==> src/rtl/pcm_port_pkg.sv <==
package pcm_port_pkg;

    localparam int SAMPLE_W = 13;
    localparam int WORD_W   = 16;
    localparam int CODE_W   = 8;
    localparam int PAD_W    = WORD_W - SAMPLE_W;
    localparam int LEFT_W   = $clog2(WORD_W);

    typedef enum logic {
        FMT_LINEAR = 1'b0,
        FMT_ALAW   = 1'b1
    } pcm_fmt_e;

    typedef logic [SAMPLE_W-1:0] sample_t;
    typedef logic [CODE_W-1:0]   code_t;

    // Segment-encoded compression of a 13-bit two's complement sample.
    function automatic code_t alaw_compress(input sample_t s);
        logic [SAMPLE_W-2:0] mag;
        logic [2:0]          seg;
        logic [3:0]          man;
        logic                pos;
        pos = ~s[SAMPLE_W-1];
        mag = s[SAMPLE_W-1] ? ~s[SAMPLE_W-2:0] : s[SAMPLE_W-2:0];
        seg = 3'd0;
        for (int b = 5; b <= 11; b++) begin
            if (mag[b]) seg = 3'(b - 4);
        end
        man = (seg == 3'd0) ? mag[4:1] : 4'(mag >> seg);
        return {pos, seg, man} ^ 8'h55;
    endfunction

    // Expansion to the midpoint of the code's quantisation interval.
    function automatic sample_t alaw_expand(input code_t code);
        code_t               c;
        logic [2:0]          seg;
        logic [SAMPLE_W-2:0] mag;
        c   = code ^ 8'h55;
        seg = c[6:4];
        if (seg == 3'd0)
            mag = {7'b0, c[3:0], 1'b1};
        else
            mag = 12'({6'b0, 1'b1, c[3:0], 1'b1} << (seg - 3'd1));
        return c[7] ? {1'b0, mag} : {1'b1, ~mag};
    endfunction

endpackage

==> src/rtl/pcm_sync_track.sv <==
module pcm_sync_track #(
    parameter int DEPTH = 3
) (
    input  logic             clk,
    input  logic             rst,
    input  logic             bit_rise,
    input  logic             fs,
    output logic [DEPTH-1:0] hist
);
    // hist[0] is the strobe of the latest bit period, hist[k] is k periods older.
    always_ff @(posedge clk) begin
        if (rst)
            hist <= '0;
        else if (bit_rise)
            hist <= {hist[DEPTH-2:0], fs};
    end
endmodule

==> src/rtl/pcm_tx_lane.sv <==
module pcm_tx_lane
    import pcm_port_pkg::*;
(
    input  logic     clk,
    input  logic     rst,
    input  logic     bit_rise,
    input  logic     fs,
    input  logic [1:0] hist,
    input  logic     dly,
    input  pcm_fmt_e fmt,
    input  logic     en,
    input  sample_t  sample,
    output logic     dout,
    output logic     oe
);
    logic [WORD_W-1:0] sr;
    logic [LEFT_W-1:0] left;
    logic              busy;
    logic [1:0]        arm;
    logic              start;

    assign start = bit_rise & (dly ? (hist[0] & ~hist[1]) : (fs & ~hist[0]));
    assign dout  = sr[WORD_W-1];

    always_ff @(posedge clk) begin
        if (rst || !en) begin
            sr   <= '0;
            left <= '0;
            busy <= 1'b0;
            arm  <= 2'd0;
            oe   <= 1'b0;
        end else if (start) begin
            if (fmt == FMT_ALAW) begin
                sr   <= {alaw_compress(sample), {(WORD_W-CODE_W){1'b0}}};
                left <= LEFT_W'(CODE_W - 1);
            end else begin
                sr   <= {sample, {PAD_W{1'b0}}};
                left <= LEFT_W'(WORD_W - 1);
            end
            busy <= 1'b1;
            oe   <= (arm != 2'd0);
            arm  <= (arm == 2'd2) ? 2'd2 : arm + 2'd1;
        end else if (bit_rise && busy) begin
            if (left == '0) begin
                busy <= 1'b0;
                oe   <= 1'b0;
            end else begin
                sr   <= {sr[WORD_W-2:0], 1'b0};
                left <= left - 1'b1;
            end
        end
    end

    // a disabled channel releases the line on the next cycle
    a_r10_pdown_release: assert property (@(posedge clk) disable iff (rst)
        !en |=> !oe);

    // serial data moves only after a rising bit-clock edge while enabled
    a_r8_tx_rise_only: assert property (@(posedge clk) disable iff (rst)
        (!bit_rise && en) |=> $stable(dout));

    // the line is driven only on a rising edge once a strobe was already counted
    a_r9_oe_after_arm: assert property (@(posedge clk) disable iff (rst)
        $rose(oe) |-> ($past(bit_rise) && $past(arm) != 2'd0));
endmodule

==> src/rtl/pcm_rx_lane.sv <==
module pcm_rx_lane
    import pcm_port_pkg::*;
(
    input  logic     clk,
    input  logic     rst,
    input  logic     bit_fall,
    input  logic [2:0] hist,
    input  logic     dly,
    input  pcm_fmt_e fmt,
    input  logic     en,
    input  logic     din,
    output sample_t  sample,
    output logic     valid
);
    logic [WORD_W-2:0] sr;
    logic [LEFT_W-1:0] left;
    logic              busy;
    logic              start;

    assign start = bit_fall & (dly ? (hist[1] & ~hist[2]) : (hist[0] & ~hist[1]));

    always_ff @(posedge clk) begin
        if (rst) begin
            sr     <= '0;
            left   <= '0;
            busy   <= 1'b0;
            sample <= '0;
            valid  <= 1'b0;
        end else begin
            valid <= 1'b0;
            if (!en) begin
                busy <= 1'b0;
                left <= '0;
            end else if (start) begin
                sr   <= {sr[WORD_W-3:0], din};
                left <= (fmt == FMT_ALAW) ? LEFT_W'(CODE_W - 2) : LEFT_W'(WORD_W - 2);
                busy <= 1'b1;
            end else if (bit_fall && busy) begin
                sr <= {sr[WORD_W-3:0], din};
                if (left == '0) begin
                    busy   <= 1'b0;
                    valid  <= 1'b1;
                    sample <= (fmt == FMT_ALAW) ? alaw_expand({sr[CODE_W-2:0], din})
                                                : sr[WORD_W-2:PAD_W-1];
                end else begin
                    left <= left - 1'b1;
                end
            end
        end
    end

    // a word completes only on a falling bit-clock edge
    a_r8_rx_fall_only: assert property (@(posedge clk) disable iff (rst)
        valid |-> $past(bit_fall));

    // no word completes while the receive channel is disabled
    a_r11_rx_quiet: assert property (@(posedge clk) disable iff (rst)
        !en |=> !valid);
endmodule

==> src/rtl/pcm_serial_port.sv <==
module pcm_serial_port
    import pcm_port_pkg::*;
(
    input  logic                clk,
    input  logic                rst,
    input  logic                bclk,
    input  logic                tx_fs,
    input  logic                rx_fs,
    input  logic                tx_en,
    input  logic                rx_en,
    input  logic                fmt_alaw,
    input  logic                sync_dly,
    input  logic [SAMPLE_W-1:0] tx_sample,
    input  logic                rx_din,
    output logic                tx_dout,
    output logic                tx_oe,
    output logic [SAMPLE_W-1:0] rx_sample,
    output logic                rx_valid
);
    logic     bclk_q;
    logic     bit_rise;
    logic     bit_fall;
    pcm_fmt_e fmt;
    logic [1:0] tx_hist;
    logic [2:0] rx_hist;

    always_ff @(posedge clk) begin
        if (rst) bclk_q <= 1'b0;
        else     bclk_q <= bclk;
    end

    assign bit_rise = bclk & ~bclk_q;
    assign bit_fall = ~bclk & bclk_q;
    assign fmt      = pcm_fmt_e'(fmt_alaw);

    pcm_sync_track #(.DEPTH(2)) u_tx_sync (
        .clk(clk), .rst(rst), .bit_rise(bit_rise), .fs(tx_fs), .hist(tx_hist)
    );

    pcm_sync_track #(.DEPTH(3)) u_rx_sync (
        .clk(clk), .rst(rst), .bit_rise(bit_rise), .fs(rx_fs), .hist(rx_hist)
    );

    pcm_tx_lane u_tx (
        .clk(clk), .rst(rst), .bit_rise(bit_rise), .fs(tx_fs), .hist(tx_hist),
        .dly(sync_dly), .fmt(fmt), .en(tx_en), .sample(tx_sample),
        .dout(tx_dout), .oe(tx_oe)
    );

    pcm_rx_lane u_rx (
        .clk(clk), .rst(rst), .bit_fall(bit_fall), .hist(rx_hist),
        .dly(sync_dly), .fmt(fmt), .en(rx_en), .din(rx_din),
        .sample(rx_sample), .valid(rx_valid)
    );
endmodule

==> config.mk <==
export PLATFORM = sky130hd
export DESIGN_NAME = pcm_serial_port
export DESIGN_NICKNAME = d
export VERILOG_FILES = /design/src/rtl/pcm_port_pkg.sv /design/src/rtl/pcm_sync_track.sv /design/src/rtl/pcm_tx_lane.sv /design/src/rtl/pcm_rx_lane.sv /design/src/rtl/pcm_serial_port.sv
export SDC_FILE = /design/constraint.sdc
export NUM_CORES = 1
export LEC_CHECK = 0
export BUFFER_PORTS_ARGS = -buffer_cell sky130_fd_sc_hd__buf_4
export CAP_MARGIN = 20
export CORE_ASPECT_RATIO = 1.5
export CORE_UTILIZATION = 45
export CTS_CLUSTER_DIAMETER = 200
export DETAILED_ROUTE_END_ITERATION = 12
export PLACE_DENSITY = 0.67
export SETUP_SLACK_MARGIN = 0.4
export SLEW_MARGIN = 10
export SYNTH_ARGS = -nofsm -noshare
export SYNTH_HDL_FRONTEND = slang
export SYNTH_SLANG_ARGS = --single-unit
==> constraint.sdc <==
create_clock -name clk -period 3 [get_ports clk]
set_clock_uncertainty 0.2 [all_clocks]
set_input_delay 0.6 -clock clk [delete_from_list [all_inputs] [get_ports clk]]
set_output_delay 0.6 -clock clk [all_outputs]
set_load 0.05 [all_outputs]
==> results of run 1 <==
-- worst paths after layout --
check,end,depth (start not counted)
max,u_rx.sample[6]$_SDFFE_PP0P_,8
min,u_tx.arm[1]$_SDFFE_PP0P_,2
max reg2reg,u_rx.sample[6]$_SDFFE_PP0P_,8
min reg2reg,u_tx.arm[1]$_SDFFE_PP0P_,2
-- final cells by class --
type                            count  area [µm²]  share of cell area
Clock buffer                       12         246              0.0518
Sequential cell                    61        1220               0.256
Clock inverter                      4        95.1              0.0200
Inverter                           15        56.3              0.0118
Timing Repair Buffer               50         375              0.0788
Tap cell                          110         138              0.0289
Multi-Input combinational cell    400        2630               0.552
-- power breakdown --
group          internal [mW]  switching [mW]  leakage (nW)
clock                  0.832           0.345         0.167
combinational         0.0936           0.155          1.12
sequential             0.821         0.00608         0.493
total                   1.75           0.507          1.78
-- Yosys cell counts (all sizes together), types with 3 or more instances --
library cell / number
a2111oi: 3
mux2i: 40
a311oi: 9
nand3: 6
ha: 6
a211oi: 26
nand4: 4
xnor2: 8
and2: 6
nor3b: 6
clkbuf: 21
inv: 14
xor2: 7
o311ai: 3
a31oi: 9
nor2b: 10
o311a: 3
a21oi: 41
o221ai: 3
o21ai: 19
nor2: 63
or2: 5
o22ai: 11
nand2: 52
buf: 20
dfxtp: 61
nand2b: 11
nor3: 8
-- metal layers --
metal	wire length [µm]	global-route usage
met1	4090	0.267
met2	5530	0.414
met3	526	0.0378
met4	359	0.126
met5	0	0
-- metrics by stage --
step / hold WS [ns] / std cells / total power [mW]
floorplan: 0.232 / 517 / 1.01
global placement: 0.239 / 636 / 1.09
detailed placement: 0.248 / 636 / 1.09
CTS: 0.255 / 652 / 2.26
global route: 0.271 / 652 / 2.34
finish: 0.256 / 652 / 2.25
-- kinds of logic (layout without fill, tap and decap cells) --
| family | after synthesis | in the layout | synth area share |
|---|---|---|---|
| xor gates and xnor gates | 15 | 15 | 0.0322 |
| and+or+nand+nor | 185 | 185 | 0.220 |
| muxes | 43 | 43 | 0.112 |
| buffers and inverters | 56 | 81 | 0.0586 |
| DFF | 61 | 61 | 0.299 |
| AOI/OAI and AO/OA | 151 | 151 | 0.260 |
| adders and majority gates | 6 | 6 | 0.0184 |
-- sequential cells by signal, indices dropped and copies added, names as in the netlist, 2 cells and up --
| register | count |
|---|---|
| u_rx.sr | 15 |
| u_rx.sample | 13 |
| u_tx.sr | 13 |
| u_rx.left | 4 |
| u_tx.left | 4 |
| u_rx_sync.hist | 3 |
| u_tx.arm | 2 |
| u_tx_sync.hist | 2 |
-- worst register-to-register path, cell delays in order (launching register included) --
cell and delay, ns:
dfxtp_1 0.30, inv_1 0.16, ha_2 0.35, or2_2 0.32, mux4_2 0.48, o22ai_1 0.19, xnor2_1 0.14, mux2i_1 0.09
a211oi_1 0.22
==> impl_metrics.ini, run 1 <==
[synthesis]
synth_area_per_cell_um2 = 7.89
ys_types = 72
yosysWarnings = 0
yosysSeqAreaShare = 0.299
synth.largest_area_cell = dfxtp_1
synth_top_area_share = 0.299
async_reset_ff_frac = 0
synth-edff-count = 0
synth_flop_cell = dfxtp_1
syn_inst = 517
synth_area_leaders = dfxtp_1, mux2i_1, nor2_1
syn-num-nets = 546
synth_seq_cells = 61
syn_area_um2 = 4080

[route]
dr.pass1.iters = 5
drt_wl_total_mm = 10.5
drtAntennaViolNets = 0
routed_via_density = 5.95
route.detailed.wl_per_inst_um = 16.1
drc = 0
vias = 3882
first_iter_violations = 346

[clocking]
cts_inserted_buffers = 9
cts.path.max_buffers = 2
clk_latency_ns = 0.33
cts-hold-fix-buffers = 0
clock-root-buffer = clkbuf_16
clk_pin_slew_ns = 0.05
postCtsSetupRepairBufs = 0
clock_sinks = 61
cts-resized-gates = 0
cts_tree = built
htree_levels = 3

[min_path]
hp-class = flop to flop
min_from = u_tx.arm[1]$_SDFFE_PP0P_

[critical_path]
cpPeakStageDelay_ns = 0.48
r2r_start = u_rx.sr[3]$_SDFFE_PP0P_
cp_cell_sequence = inv_1 > ha_2 > or2_2 > mux4_2 > o22ai_1 > xnor2_1 > mux2i_1 > a211oi_1
slowest_stage = mux4_2
critPathCaptureType = flop
path_max_fanout = 8
cp-startpoint = u_rx.sr[3]$_SDFFE_PP0P_
cp-start-kind = flop
crit_type = flop to flop
cp_top_family = multiplexers
crit_arrival_ns = 2.57
worst-path-buf-inv = 1
rrSetupSlack_ns = 0.47
cp.required_ns = 3.04

[global_routing]
first_global_vias = 3741
antenna_found_initial = 0
overflow = 0
grt_pass1_wl_mm = 17.6
track_usage = 0.237
grt_max_degree = 39

[die]
fp.coreArea_um2 = 8830
placementRows = 42
die-height_um = 119
start_util = 0.462
ios = 39
die_area_um2 = 9450
dieWidth_um = 79.7

[sta]
max_freq_ghz = 0.396
fin_crit_sh = 0.842
tightest_slew_ns = 0.567
fin_setup_tns_ns = 0
setup_ws_ns = 0.473
period_needed_ns = 2.53
setup_violations = 0
rsz0062_at_grt = yes
max_slew_margin = 0.622
finalHoldViolCount = 0
drv_slew = 0

[place]
dpl-instance-area_um2 = 4410
io_buffer_count = 38
gp_congestion = 0.953
post-place-ws_ns = 0.309
hpwl_mm = 7.62

[layout]
nets = 566
drive_gt1_frac = 0.157
postLayoutCellArea_um2 = 4760
final_cell_mix = nor2_1, dfxtp_1, nand2_1, buf_4, a21oi_1
antennaDiodeCount = 0
layout.cells.most_common = nor2_1
area_delta_synth_final_pct = 16.8
fin_util = 0.539
nFillCells = 836

[power]
p_leak_nw = 1.78
powerDensity_nw_per_um2 = 473
vdd_drop_max_mv = 0.398

[job]
max_cap_viol_count = 0

[status]
status = completed
Note: power is estimated with default switching activity, not from simulation.
==> run 2, diff against run 1 <==
--- a/config.mk
+++ b/config.mk
@@ -5,13 +5,14 @@
 export SDC_FILE = /design/constraint.sdc
 export NUM_CORES = 1
 export LEC_CHECK = 0
+export ABC_AREA = 1
 export BUFFER_PORTS_ARGS = -buffer_cell sky130_fd_sc_hd__buf_4
 export CAP_MARGIN = 20
 export CORE_ASPECT_RATIO = 1.5
 export CORE_UTILIZATION = 45
 export CTS_CLUSTER_DIAMETER = 200
 export DETAILED_ROUTE_END_ITERATION = 12
-export PLACE_DENSITY = 0.67
+export PLACE_DENSITY = 0.7
 export SETUP_SLACK_MARGIN = 0.4
 export SLEW_MARGIN = 10
 export SYNTH_ARGS = -nofsm -noshare
==> constraint.sdc (replaced) <==
create_clock -name clk -period 2.1 [get_ports clk]
set_clock_uncertainty 0.2 [all_clocks]
set_input_delay 0.42 -clock clk [delete_from_list [all_inputs] [get_ports clk]]
set_output_delay 0.42 -clock clk [all_outputs]
set_load 0.05 [all_outputs]
==> run 2 against run 1 <==
Compared with the run above: non-clock buffer count is 73 higher; maximum frequency is 32% higher; register-to-register slack got worse by 0.29 ns; critical endpoint is now u_rx.sr[10]$_SDFFE_PP0P_; largest power group unchanged; highest routed layer unchanged.
==> impl_metrics.ini, run 2 <==
[sta]
max_slew_margin = 0.699
fin_setup_tns_ns = 0
fin_crit_sh = 0.914
setup_ws_ns = 0.180
rsz0062_at_grt = yes
period_needed_ns = 1.92
tightest_slew_ns = 0.448
finalHoldViolCount = 0
max_freq_ghz = 0.521
setup_violations = 0
drv_slew = 0

[synthesis]
synth_area_leaders = dfxtp_1, nand2_1, o21ai_0
synth_top_area_share = 0.348
synth_commonest_cells = nand2_1, inv_1, o21ai_0
async_reset_ff_frac = 0
yosysMostFrequentCell = nand2_1
yosysWarnings = 0
syn-num-nets = 544
syn_inst = 515
synth_flop_cell = dfxtp_1
ys_types = 43
synth.largest_area_cell = dfxtp_1
synth_seq_cells = 61
yosysSeqAreaShare = 0.348
syn_area_um2 = 3510
synth-edff-count = 0
synth_area_per_cell_um2 = 6.81

[clocking]
clk_pin_slew_ns = 0.05
cts_tree = built
cts-hold-fix-buffers = 0
cts.path.max_buffers = 2
cts_inserted_buffers = 9
clock_sinks = 61
clk_latency_ns = 0.33
htree_levels = 3
clock-root-buffer = clkbuf_16

[power]
p_leak_nw = 2.47
p_total_mw = 3.40
powerDensity_nw_per_um2 = 594
vdd_drop_max_mv = 0.531

[route]
drc = 0
drtAntennaViolNets = 0
dr.pass1.iters = 5
first_iter_violations = 315
drt_wl_total_mm = 13.1
vias = 4268
route.detailed.wl_per_inst_um = 17.7
routed_via_density = 5.78

[layout]
fin_util = 0.756
regMostFlops = u_rx.sr
top_regs = u_rx.sr x15, u_rx.sample x13, u_tx.sr x13
antennaDiodeCount = 0
drive_gt1_frac = 0.488
area_delta_synth_final_pct = 62.9
postLayoutCellArea_um2 = 5720
layout.cells.most_common = buf_4
nFillCells = 501
ff_latch_area_um2 = 1230
multi_input_area_um2 = 2640
final_cell_mix = buf_4, nand2_1, dfxtp_1, inv_1, nor2_1
nets = 662
largest_reg_flops = 15

[global_routing]
grt_max_degree = 17
grt_pass1_wl_mm = 18.0
antenna_found_initial = 0
track_usage = 0.298
first_global_vias = 3907
overflow = 0

[min_path]
hp-class = primary input to flop

[critical_path]
crit_type = flop to flop
slowest_stage = dfxtp_2
cp.required_ns = 2.16
cp-start-kind = flop
crit_arrival_ns = 1.98
critPathCaptureType = flop
path_max_fanout = 4
cpPeakStageDelay_ns = 0.34
cp_cell_sequence = inv_4 > o21ai_2 > inv_2 > nor3_4 > buf_6 > nor2_4 > nor2_4 > buf_12 > clkbuf_16 > o21ai_2 > nor2_1

[die]
placementRows = 39
start_util = 0.464
die-height_um = 110
die_area_um2 = 8160
ios = 39
dieWidth_um = 74.1
fp.coreArea_um2 = 7560

[place]
hpwl_mm = 7.66
post-place-ws_ns = -0.116
io_buffer_count = 38
gp_congestion = 1.01
dpl-instance-area_um2 = 4300

[job]
max_cap_viol_count = 0

[status]
status = completed
## run 2: cell types whose count changed in the layout (fill, tap and decap cells not counted), sizes merged, moves of 10 or more
cell | previous run | this run
nor2b | 10 | 0
buf | 50 | 121
a211oi | 26 | 3
o21ai | 19 | 65
nand2 | 52 | 110
nand3 | 6 | 22
mux2i | 40 | 0
inv | 14 | 68
nand2b | 11 | 0
## run 2: final cells by class
class / count / area share
clock buffer: 10 / 0.0401
tap: 102 / 0.0223
inverter: 71 / 0.0589
timing repair buffer: 123 / 0.192
multi-input combinational: 367 / 0.461
sequential: 61 / 0.216
clock inverter: 5 / 0.00919
## run 2: critical path, delay by kind of cell, from the launching register on
kind | cells | cell delay [ns]
compound gates | 2 | 0.18
buf+inv | 5 | 0.54
flops | 1 | 0.34
simple gates | 4 | 0.58
## run 2: per-stage QoR
step / std cells / hold WS [ns]
2_1_floorplan: 515 / 0.233
3_3_place_gp: 674 / 0.242
3_5_place_dp: 674 / 0.253
4_1_cts: 715 / 0.0811
5_1_grt: 739 / 0.0926
6_report: 739 / 0.0972
## run 2: cells by family after synthesis
group / count (synthesis) / share of synthesized area
simple gates: 199 / 0.247
compound gates: 150 / 0.243
buf+inv: 88 / 0.101
flops: 61 / 0.348
xor+xnor: 11 / 0.0392
fa+ha+maj: 6 / 0.0214
## run 2: worst paths after layout
| kind | from | end | slack, ns | cells after the start |
|---|---|---|---|---|
| min reg2reg | u_tx.arm[1]$_SDFFE_PP0P_ | u_tx.arm[1]$_SDFFE_PP0P_ | 0.26 | 2 |
| min | rst | bclk_q$_SDFF_PP0_ | 0.1 | 2 |
| max reg2reg | u_rx_sync.hist[1]$_SDFFE_PP0P_ | u_rx.sr[10]$_SDFFE_PP0P_ | 0.18 | 11 |
| max | u_rx_sync.hist[1]$_SDFFE_PP0P_ | u_rx.sr[10]$_SDFFE_PP0P_ | 0.18 | 11 |
## run 2: report_power, final
part	switching (mW)	internal, mW	leakage (nW)
Combinational	0.440	0.322	1.83
Clock	0.525	0.904	0.138
Sequential	0.0230	1.18	0.497
## run 2: repair_timing
item | in CTS | in global routing
pin swaps | 35 | 70
setup buffers | 23 | 22
gates resized for setup | 85 | 145
setup endpoints to repair | 47 | 52
gates cloned | 3 | 2
## run 2: layer usage
layer | global-route usage | routed length, µm
met2 | 0.549 | 7250
met4 | 0.206 | 726
met3 | 0.0673 | 605
met1 | 0.284 | 4520
met5 | 0 | 0
